$ cat src/rtl/brs_pkg.sv
package brs_pkg;
  // Sequencer phases: idle, first beat, later beats, post-burst gap
  typedef enum logic [1:0] {
    ST_IDLE  = 2'd0,
    ST_FIRST = 2'd1,
    ST_NEXT  = 2'd2,
    ST_HOLD  = 2'd3
  } brs_state_e;
endpackage

$ cat src/rtl/brs_ctrl.sv
module brs_ctrl
  import brs_pkg::*;
#(
  parameter int AW    = 32,
  parameter int DLY_W = 4,
  parameter int LEN_W = 4,
  parameter int LANES = 4,
  localparam int CNT_W = DLY_W + 1
) (
  input  logic             clk,
  input  logic             rst_n,
  input  logic             req_valid,
  output logic             req_ready,
  input  logic [AW-1:0]    req_addr,
  input  logic [LEN_W-1:0] req_len,
  input  logic [LANES-1:0] req_be,
  input  logic [DLY_W-1:0] cfg_csn,
  input  logic [DLY_W-1:0] cfg_oen,
  input  logic [DLY_W-1:0] cfg_fwt,
  input  logic [DLY_W-1:0] cfg_bwt,
  input  logic [DLY_W-1:0] cfg_th,
  input  logic             cfg_bem,
  input  logic             cfg_pen,
  output brs_state_e       state_o,
  output logic [CNT_W-1:0] cnt_o,
  output logic [DLY_W-1:0] csn_o,
  output logic [DLY_W-1:0] oen_o,
  output logic             b2b_o,
  output logic             last_o,
  output logic             sample_o,
  output logic             done_o,
  output logic [AW-1:0]    addr_o,
  output logic [LANES-1:0] be_o,
  output logic             bem_o,
  output logic             pen_o
);

  brs_state_e       state_q, state_d;
  logic [CNT_W-1:0] cnt_q, cnt_d, cnt_inc;
  logic [LEN_W-1:0] beat_q, beat_d;
  logic [AW-1:0]    addr_q, addr_d;
  logic             b2b_q, b2b_d;

  // Captured bank settings, loaded only on acceptance
  logic [LEN_W-1:0] len_q;
  logic [LANES-1:0] be_q;
  logic [DLY_W-1:0] csn_q, oen_q, fwt_q, bwt_q, th_q;
  logic             bem_q, pen_q;

  logic first_hit, next_hit, sample, last, done, load;

  always_comb begin
    first_hit = (state_q == ST_FIRST) && (cnt_q == {1'b0, fwt_q});
    next_hit  = (state_q == ST_NEXT)  && (cnt_q == {1'b0, bwt_q});
    sample    = first_hit || next_hit;
    last      = (beat_q == len_q);
    done      = sample && last;
    req_ready = (state_q == ST_IDLE) || (done && (th_q == '0));
    load      = req_valid && req_ready;
    cnt_inc   = (&cnt_q) ? cnt_q : cnt_q + 1'b1;
  end

  // Next-state process
  always_comb begin
    state_d = state_q;
    cnt_d   = cnt_inc;
    beat_d  = beat_q;
    addr_d  = addr_q;
    b2b_d   = b2b_q;
    unique case (state_q)
      ST_IDLE: begin
        if (load) begin
          state_d = ST_FIRST;
          cnt_d   = '0;
          beat_d  = '0;
          addr_d  = req_addr;
          b2b_d   = 1'b0;
        end
      end
      ST_FIRST, ST_NEXT: begin
        if (sample) begin
          if (!last) begin
            state_d = ST_NEXT;
            cnt_d   = '0;
            beat_d  = beat_q + 1'b1;
            addr_d  = addr_q + AW'(LANES);
          end else if (load) begin
            state_d = ST_FIRST;
            cnt_d   = '0;
            beat_d  = '0;
            addr_d  = req_addr;
            b2b_d   = 1'b1;
          end else if (th_q == '0) begin
            state_d = ST_IDLE;
          end else begin
            state_d = ST_HOLD;
            cnt_d   = '0;
          end
        end
      end
      ST_HOLD: begin
        if (cnt_q == ({1'b0, th_q} - 1'b1)) state_d = ST_IDLE;
      end
      default: state_d = ST_IDLE;
    endcase
  end

  // Register process
  always_ff @(posedge clk or negedge rst_n) begin
    if (!rst_n) begin
      state_q <= ST_IDLE;
      cnt_q   <= '0;
      beat_q  <= '0;
      addr_q  <= '0;
      b2b_q   <= 1'b0;
    end else begin
      state_q <= state_d;
      cnt_q   <= cnt_d;
      beat_q  <= beat_d;
      addr_q  <= addr_d;
      b2b_q   <= b2b_d;
    end
  end

  always_ff @(posedge clk or negedge rst_n) begin
    if (!rst_n) begin
      len_q <= '0;
      be_q  <= '0;
      csn_q <= '0;
      oen_q <= '0;
      fwt_q <= '0;
      bwt_q <= '0;
      th_q  <= '0;
      bem_q <= 1'b0;
      pen_q <= 1'b0;
    end else if (load) begin
      len_q <= req_len;
      be_q  <= req_be;
      csn_q <= cfg_csn;
      oen_q <= cfg_oen;
      fwt_q <= cfg_fwt;
      bwt_q <= cfg_bwt;
      th_q  <= cfg_th;
      bem_q <= cfg_bem;
      pen_q <= cfg_pen;
    end
  end

  assign state_o  = state_q;
  assign cnt_o    = cnt_q;
  assign csn_o    = csn_q;
  assign oen_o    = oen_q;
  assign b2b_o    = b2b_q;
  assign last_o   = last;
  assign sample_o = sample;
  assign done_o   = done;
  assign addr_o   = addr_q;
  assign be_o     = be_q;
  assign bem_o    = bem_q;
  assign pen_o    = pen_q;

  // no request may be taken during the post-burst gap
  assert_hold_no_accept_R10: assert property (@(posedge clk) disable iff (!rst_n)
    (state_q == ST_HOLD) |-> !req_ready);

  // a non-final sample advances the address by one bus word
  assert_addr_step_R6: assert property (@(posedge clk) disable iff (!rst_n)
    (sample && !last) |=> (addr_q == $past(addr_q) + AW'(LANES)));

endmodule

$ cat src/rtl/brs_pins.sv
module brs_pins
  import brs_pkg::*;
#(
  parameter int AW    = 32,
  parameter int DLY_W = 4,
  parameter int LANES = 4,
  localparam int CNT_W = DLY_W + 1
) (
  input  logic             clk,
  input  logic             rst_n,
  input  brs_state_e       state,
  input  logic [CNT_W-1:0] cnt,
  input  logic [DLY_W-1:0] csn,
  input  logic [DLY_W-1:0] oen,
  input  logic             b2b,
  input  logic             last,
  input  logic [AW-1:0]    addr,
  input  logic [LANES-1:0] be,
  input  logic             bem,
  output logic [AW-1:0]    ext_addr,
  output logic             ext_cs_n,
  output logic             ext_oe_n,
  output logic [LANES-1:0] ext_be_n,
  output logic             ext_last_n
);

  logic             in_burst, cs_on, oe_on;
  logic [CNT_W-1:0] oe_thr;

  always_comb begin
    in_burst = (state == ST_FIRST) || (state == ST_NEXT);
    // On a chained transfer chip select is already active at cycle 0
    oe_thr   = b2b ? {1'b0, oen} : ({1'b0, csn} + {1'b0, oen});
    cs_on    = (state == ST_NEXT) ||
               ((state == ST_FIRST) && (b2b || (cnt >= {1'b0, csn})));
    oe_on    = (state == ST_NEXT) ||
               ((state == ST_FIRST) && (cnt >= oe_thr));
    ext_addr   = addr;
    ext_cs_n   = !cs_on;
    ext_oe_n   = !oe_on;
    ext_last_n = !(in_burst && last);
    ext_be_n   = (in_burst && bem) ? ~be : '1;
  end

  // output enable only inside an active chip select
  assert_oe_inside_cs_R4: assert property (@(posedge clk) disable iff (!rst_n)
    !ext_oe_n |-> !ext_cs_n);

endmodule

$ cat src/rtl/brs_parity.sv
module brs_parity #(
  parameter int LANES = 4,
  localparam int DW = LANES * 8
) (
  input  logic [DW-1:0]    data,
  input  logic [LANES-1:0] par,
  input  logic             enable,
  output logic             par_err
);

  logic [LANES-1:0] lane_bad;

  for (genvar g = 0; g < LANES; g++) begin : g_lane
    // Odd parity: byte plus its lane bit must hold an odd count of ones
    assign lane_bad[g] = ~^{data[g*8 +: 8], par[g]};
  end

  assign par_err = enable && (|lane_bad);

endmodule

$ cat src/rtl/brs_capture.sv
module brs_capture #(
  parameter int DW = 32
) (
  input  logic          clk,
  input  logic          rst_n,
  input  logic          sample,
  input  logic          last,
  input  logic [DW-1:0] data,
  input  logic          bus_err,
  input  logic          par_err,
  output logic          rsp_valid,
  output logic [DW-1:0] rsp_data,
  output logic          rsp_err,
  output logic          rsp_par_err,
  output logic          rsp_last
);

  always_ff @(posedge clk or negedge rst_n) begin
    if (!rst_n) rsp_valid <= 1'b0;
    else        rsp_valid <= sample;
  end

  always_ff @(posedge clk or negedge rst_n) begin
    if (!rst_n) begin
      rsp_data    <= '0;
      rsp_err     <= 1'b0;
      rsp_par_err <= 1'b0;
      rsp_last    <= 1'b0;
    end else if (sample) begin
      rsp_data    <= data;
      rsp_err     <= bus_err || par_err;
      rsp_par_err <= par_err;
      rsp_last    <= last;
    end
  end

endmodule

$ cat src/rtl/burst_rd_seq.sv
module burst_rd_seq
  import brs_pkg::*;
#(
  parameter int AW    = 32,
  parameter int LANES = 4,
  parameter int DLY_W = 4,
  parameter int LEN_W = 4,
  localparam int DW    = LANES * 8,
  localparam int CNT_W = DLY_W + 1
) (
  input  logic             clk,
  input  logic             rst_n,
  input  logic             req_valid,
  output logic             req_ready,
  input  logic [AW-1:0]    req_addr,
  input  logic [LEN_W-1:0] req_len,
  input  logic [LANES-1:0] req_be,
  input  logic [DLY_W-1:0] cfg_csn_dly,
  input  logic [DLY_W-1:0] cfg_oen_dly,
  input  logic [DLY_W-1:0] cfg_first_wait,
  input  logic [DLY_W-1:0] cfg_beat_wait,
  input  logic [DLY_W-1:0] cfg_hold,
  input  logic             cfg_be_mode,
  input  logic             cfg_par_en,
  output logic [AW-1:0]    ext_addr,
  output logic             ext_cs_n,
  output logic             ext_oe_n,
  output logic [LANES-1:0] ext_be_n,
  output logic             ext_last_n,
  input  logic [DW-1:0]    ext_data,
  input  logic [LANES-1:0] ext_par,
  input  logic             ext_err,
  output logic             rsp_valid,
  output logic [DW-1:0]    rsp_data,
  output logic             rsp_err,
  output logic             rsp_par_err,
  output logic             rsp_last
);

  // Asynchronous assert, synchronous release
  logic rst_meta, rst_sync_n;
  always_ff @(posedge clk or negedge rst_n) begin
    if (!rst_n) begin
      rst_meta   <= 1'b0;
      rst_sync_n <= 1'b0;
    end else begin
      rst_meta   <= 1'b1;
      rst_sync_n <= rst_meta;
    end
  end

  brs_state_e       st;
  logic [CNT_W-1:0] cnt;
  logic [DLY_W-1:0] csn, oen;
  logic             b2b, last, sample, done, bem, pen, par_err;
  logic [AW-1:0]    addr;
  logic [LANES-1:0] be;

  brs_ctrl #(.AW(AW), .DLY_W(DLY_W), .LEN_W(LEN_W), .LANES(LANES)) i_ctrl (
    .clk(clk), .rst_n(rst_sync_n),
    .req_valid(req_valid), .req_ready(req_ready),
    .req_addr(req_addr), .req_len(req_len), .req_be(req_be),
    .cfg_csn(cfg_csn_dly), .cfg_oen(cfg_oen_dly), .cfg_fwt(cfg_first_wait),
    .cfg_bwt(cfg_beat_wait), .cfg_th(cfg_hold),
    .cfg_bem(cfg_be_mode), .cfg_pen(cfg_par_en),
    .state_o(st), .cnt_o(cnt), .csn_o(csn), .oen_o(oen), .b2b_o(b2b),
    .last_o(last), .sample_o(sample), .done_o(done), .addr_o(addr),
    .be_o(be), .bem_o(bem), .pen_o(pen)
  );

  brs_pins #(.AW(AW), .DLY_W(DLY_W), .LANES(LANES)) i_pins (
    .clk(clk), .rst_n(rst_sync_n),
    .state(st), .cnt(cnt), .csn(csn), .oen(oen), .b2b(b2b), .last(last),
    .addr(addr), .be(be), .bem(bem),
    .ext_addr(ext_addr), .ext_cs_n(ext_cs_n), .ext_oe_n(ext_oe_n),
    .ext_be_n(ext_be_n), .ext_last_n(ext_last_n)
  );

  brs_parity #(.LANES(LANES)) i_parity (
    .data(ext_data), .par(ext_par), .enable(pen), .par_err(par_err)
  );

  brs_capture #(.DW(DW)) i_capture (
    .clk(clk), .rst_n(rst_sync_n),
    .sample(sample), .last(last), .data(ext_data),
    .bus_err(ext_err), .par_err(par_err),
    .rsp_valid(rsp_valid), .rsp_data(rsp_data), .rsp_err(rsp_err),
    .rsp_par_err(rsp_par_err), .rsp_last(rsp_last)
  );

  // chip select holds across a chained burst boundary
  assert_b2b_cs_hold_R11: assert property (@(posedge clk) disable iff (!rst_sync_n)
    (done && req_valid && req_ready) |=> !ext_cs_n);

  // a beat flagged final was sampled while the final-beat marker was low
  assert_last_marker_R7: assert property (@(posedge clk) disable iff (!rst_sync_n)
    (rsp_valid && rsp_last) |-> $past(!ext_last_n));

endmodule

$ cat config.mk
export PLATFORM = sky130hd
export DESIGN_NAME = burst_rd_seq
export DESIGN_NICKNAME = d
export VERILOG_FILES = /design/src/rtl/brs_pkg.sv /design/src/rtl/brs_ctrl.sv /design/src/rtl/brs_pins.sv /design/src/rtl/brs_parity.sv /design/src/rtl/brs_capture.sv /design/src/rtl/burst_rd_seq.sv
export SDC_FILE = /design/constraint.sdc
export NUM_CORES = 1
export LEC_CHECK = 0
export BUFFER_PORTS_ARGS = -buffer_cell sky130_fd_sc_hd__buf_4
export CELL_PAD_IN_SITES_DETAIL_PLACEMENT = 1
export CELL_PAD_IN_SITES_GLOBAL_PLACEMENT = 2
export CORE_UTILIZATION = 31
export DETAILED_ROUTE_END_ITERATION = 10
export GPL_TIMING_DRIVEN = 0
export PLACE_DENSITY = 0.78
export REMOVE_ABC_BUFFERS = 1
export SLEW_MARGIN = 30
export SYNTH_ARGS = -nofsm -noshare
export SYNTH_HDL_FRONTEND = slang
export SYNTH_SLANG_ARGS = --single-unit
$ cat constraint.sdc
create_clock -name clk -period 4 [get_ports clk]
set_clock_uncertainty 0.15 [all_clocks]
set_input_delay 0.2 -clock clk [delete_from_list [all_inputs] [get_ports clk]]
set_output_delay 0.2 -clock clk [all_outputs]
set_load 0.01 [all_outputs]
==> results.json <==
{
  "outcome": "completed",
  "grt_pass1_vias": 6308,
  "synth_cell_types": 69,
  "die_area_um2": 20500,
  "setup_viol": 0,
  "drt-total-wl_um": 20300,
  "synth_edf_count": 0,
  "fmax_ghz": 0.291,
  "drc": 0,
  "finalHoldViolations": 0,
  "drive_above_1_share": 0.275,
  "ir_drop_mv": 0.312,
  "rrSetupSlack_ns": 0.56,
  "grt_antenna_before_repair": 0,
  "met2_usage": 0.361,
  "dr.pass1.iters": 4,
  "synthFlopType": "dfrtp_1",
  "area_growth_pct": 44.9,
  "postSynthAreaPerCell_um2": 9.38,
  "viasPerCell": 4.94,
  "grt_max_degree": 46,
  "leakage_nw": 4.10,
  "gr-total-overflow": 0,
  "synth_cells": 660,
  "ys_warn_count": 0,
  "finalMaxSlewViolations": 0,
  "gp_congestion": 0.807,
  "syn_area_um2": 6190,
  "r2r_end": "i_ctrl.addr_o[10]",
  "layout.nets": 1030,
  "ys_ff_latch": 112,
  "die_h_um": 143,
  "rsz0062_at_grt": "no",
  "hold_class": "in -> reg",
  "clk_latency_ns": 0.36,
  "drt_iter0_markers": 144,
  "rows": 51,
  "cts_setup_buffers": 0,
  "ios": 178,
  "cp_data_required_time_ns": 4.13,
  "port-buffer-count": 177,
  "cp_data_arrival_time_ns": 3.57,
  "grt_util_all_layers": 0.207,
  "cts-root-buf": "clkbuf_16",
  "placed_cells": 1079,
  "die_w_um": 143,
  "relSlewSlack": 0.426,
  "wl_per_cell_um": 17.3,
  "cts_buffer_depth": 2,
  "endpoint": "i_ctrl.addr_o[10]",
  "synthArstFlopShare": 1.00,
  "clkTransAtPathRegs_ns": 0.08,
  "grt_pass1_wl_um": 32800,
  "antenna_cells": 0,
  "ctsHoldBuffers": 80,
  "vias": 5804,
  "ctsResizeCount": 0,
  "fill_cells": 2257,
  "clkSinkCount": 112,
  "min_period_ns": 3.44,
  "busiest_layer": "met2",
  "dp_hpwl_um": 14600,
  "core_area_um2": 19500,
  "use_met1": 0.251,
  "synth_seq_area_share": 0.453,
  "setup_tns_ns": 0,
  "setup.worst_path.start": "i_ctrl.state_o[0]",
  "power.total_w": 0.00675,
  "cts_buffers": 9,
  "start_util": 0.317,
  "cap_violations": 0,
  "drtAntennaViolNets": 0,
  "final_cells": 1175,
  "start_kind": "flip-flop",
  "worst_slew_pin_slew_ns": 0.860,
  "use_met3": 0.0463,
  "path_max_fanout": 26,
  "r2r-start": "i_ctrl.state_o[0]",
  "end_kind": "flip-flop",
  "power_density_nw_per_um2": 752,
  "fin_crit_sh": 0.860,
  "worstSetupPathType": "reg -> reg",
  "r2r_cells": 8,
  "cts_tree": "built",
  "h-tree-depth": 3
}
worst max-delay path, stage by stage (launching register included):
cell and delay, ns:
dfrtp_1 0.39, inv_1 0.10, ha_1 0.61, inv_1 0.27, nor2_4 0.59, nor2_1 0.17
nor2_2 0.64, o32ai_1 0.23, a2bb2oi_1 0.21
report_power, final:
group	internal (W)	leakage [nW]	switching, W	total, W
Clock	0.000498	0.149	0.000458	0.000955
Combinational	0.00162	2.61	0.00202	0.00364
Sequential	0.00165	1.34	0.000496	0.00215
cell families after synthesis:
logic type | after synthesis | synth area share
adders and majority gates | 23 | 0.0477
other | 1 | 0.000606
and+or+nand+nor | 257 | 0.191
buffers and inverters | 49 | 0.0384
DFF | 112 | 0.453
muxes | 28 | 0.0501
xor gates and xnor gates | 56 | 0.0792
AOI/OAI and AO/OA | 134 | 0.140
stage by stage:
step | area (µm²) | hold WS, ns | util | setup slack (ns)
after global placement | 7690 | -0.167 | 0.394 | -1.70
after floorplan | 6030 | -0.246 | - | 0.362
final | 8970 | 0.0143 | 0.460 | 0.560
after CTS | 8960 | 0.00137 | 0.459 | 0.605
after global routing | 8970 | 0.0305 | 0.460 | 0.350
after detailed placement | 7860 | -0.166 | 0.402 | 0.623
cell type report:
cell class | count | area (µm²) | share of cell area
clock buffers | 10 | 229 | 0.0255
inverters | 20 | 75.1 | 0.00837
repair buffers | 263 | 2260 | 0.252
multi-input cells | 499 | 3200 | 0.356
well taps | 265 | 332 | 0.0370
flip-flops and latches | 112 | 2810 | 0.313
clock inverters | 6 | 76.3 | 0.00851
per-layer routing:
layer | up-vias | wire, µm
met4 | 0 | 391
li1 | 2775 | -
met2 | 176 | 9830
met3 | 27 | 1320
met5 | - | 0
met1 | 2826 | 8810
Yosys cell counts (5+ instances only):
master       n  area share
inv_1       19       0.012
nand4_1      7      0.0071
xnor2_1     36       0.051
o21ai_0     31       0.025
buf_2       11      0.0089
a2bb2oi_1    5      0.0071
ha_1        22       0.044
o22ai_1      8      0.0081
xor2_1      20       0.028
nand2b_1     7      0.0071
a21oi_1     45       0.036
clkbuf_1     9      0.0055
dfrtp_1    112        0.45
nand2_1    146       0.089
nor2_1      30       0.018
mux2_2      24       0.044
nand3_1     21       0.017
a31oi_1      5      0.0051
nor3_1      13       0.011
worst min path at each step:
stage / from / endpoint / cells after the start
6_report: req_addr[12] / i_ctrl.addr_o[12] / 3
5_1_grt: req_addr[7] / i_ctrl.addr_o[7] / 3
4_1_cts: req_addr[12] / i_ctrl.addr_o[12] / 3
3_5_place_dp: rst_n / rst_meta / 1
3_3_place_gp: rst_n / rst_sync_n / 1
2_1_floorplan: rst_n / rst_meta / 0
registers in the layout (all words and copies together) (netlist names), 2 cells and up:
signal              cells
i_ctrl.state_o          2
i_ctrl.beat_q           4
i_ctrl.csn_o            4
i_ctrl.cnt_o            5
i_ctrl.be_o             4
i_ctrl.th_q             4
i_ctrl.oen_o            4
i_ctrl.addr_o          32
i_capture.rsp_data     32
i_ctrl.bwt_q            4
i_ctrl.fwt_q            4
i_ctrl.len_q            4
cell usage in the layout, fill, tap and decap left out, types with 9 or more instances in the layout:
cell type	netlist	routed
dfrtp_1	112	111
xnor2_1	36	36
nor3_1	13	13
o21ai_0	31	31
clkbuf_16	0	9
buf_4	0	178
a21oi_1	45	45
xor2_1	20	20
inv_1	19	19
nand2_1	146	145
nand3_1	21	21
dlygate4sd3_1	0	80
nor2_1	30	28
mux2_2	24	24
ha_1	22	22
Power figures use the tool's default switching activity.
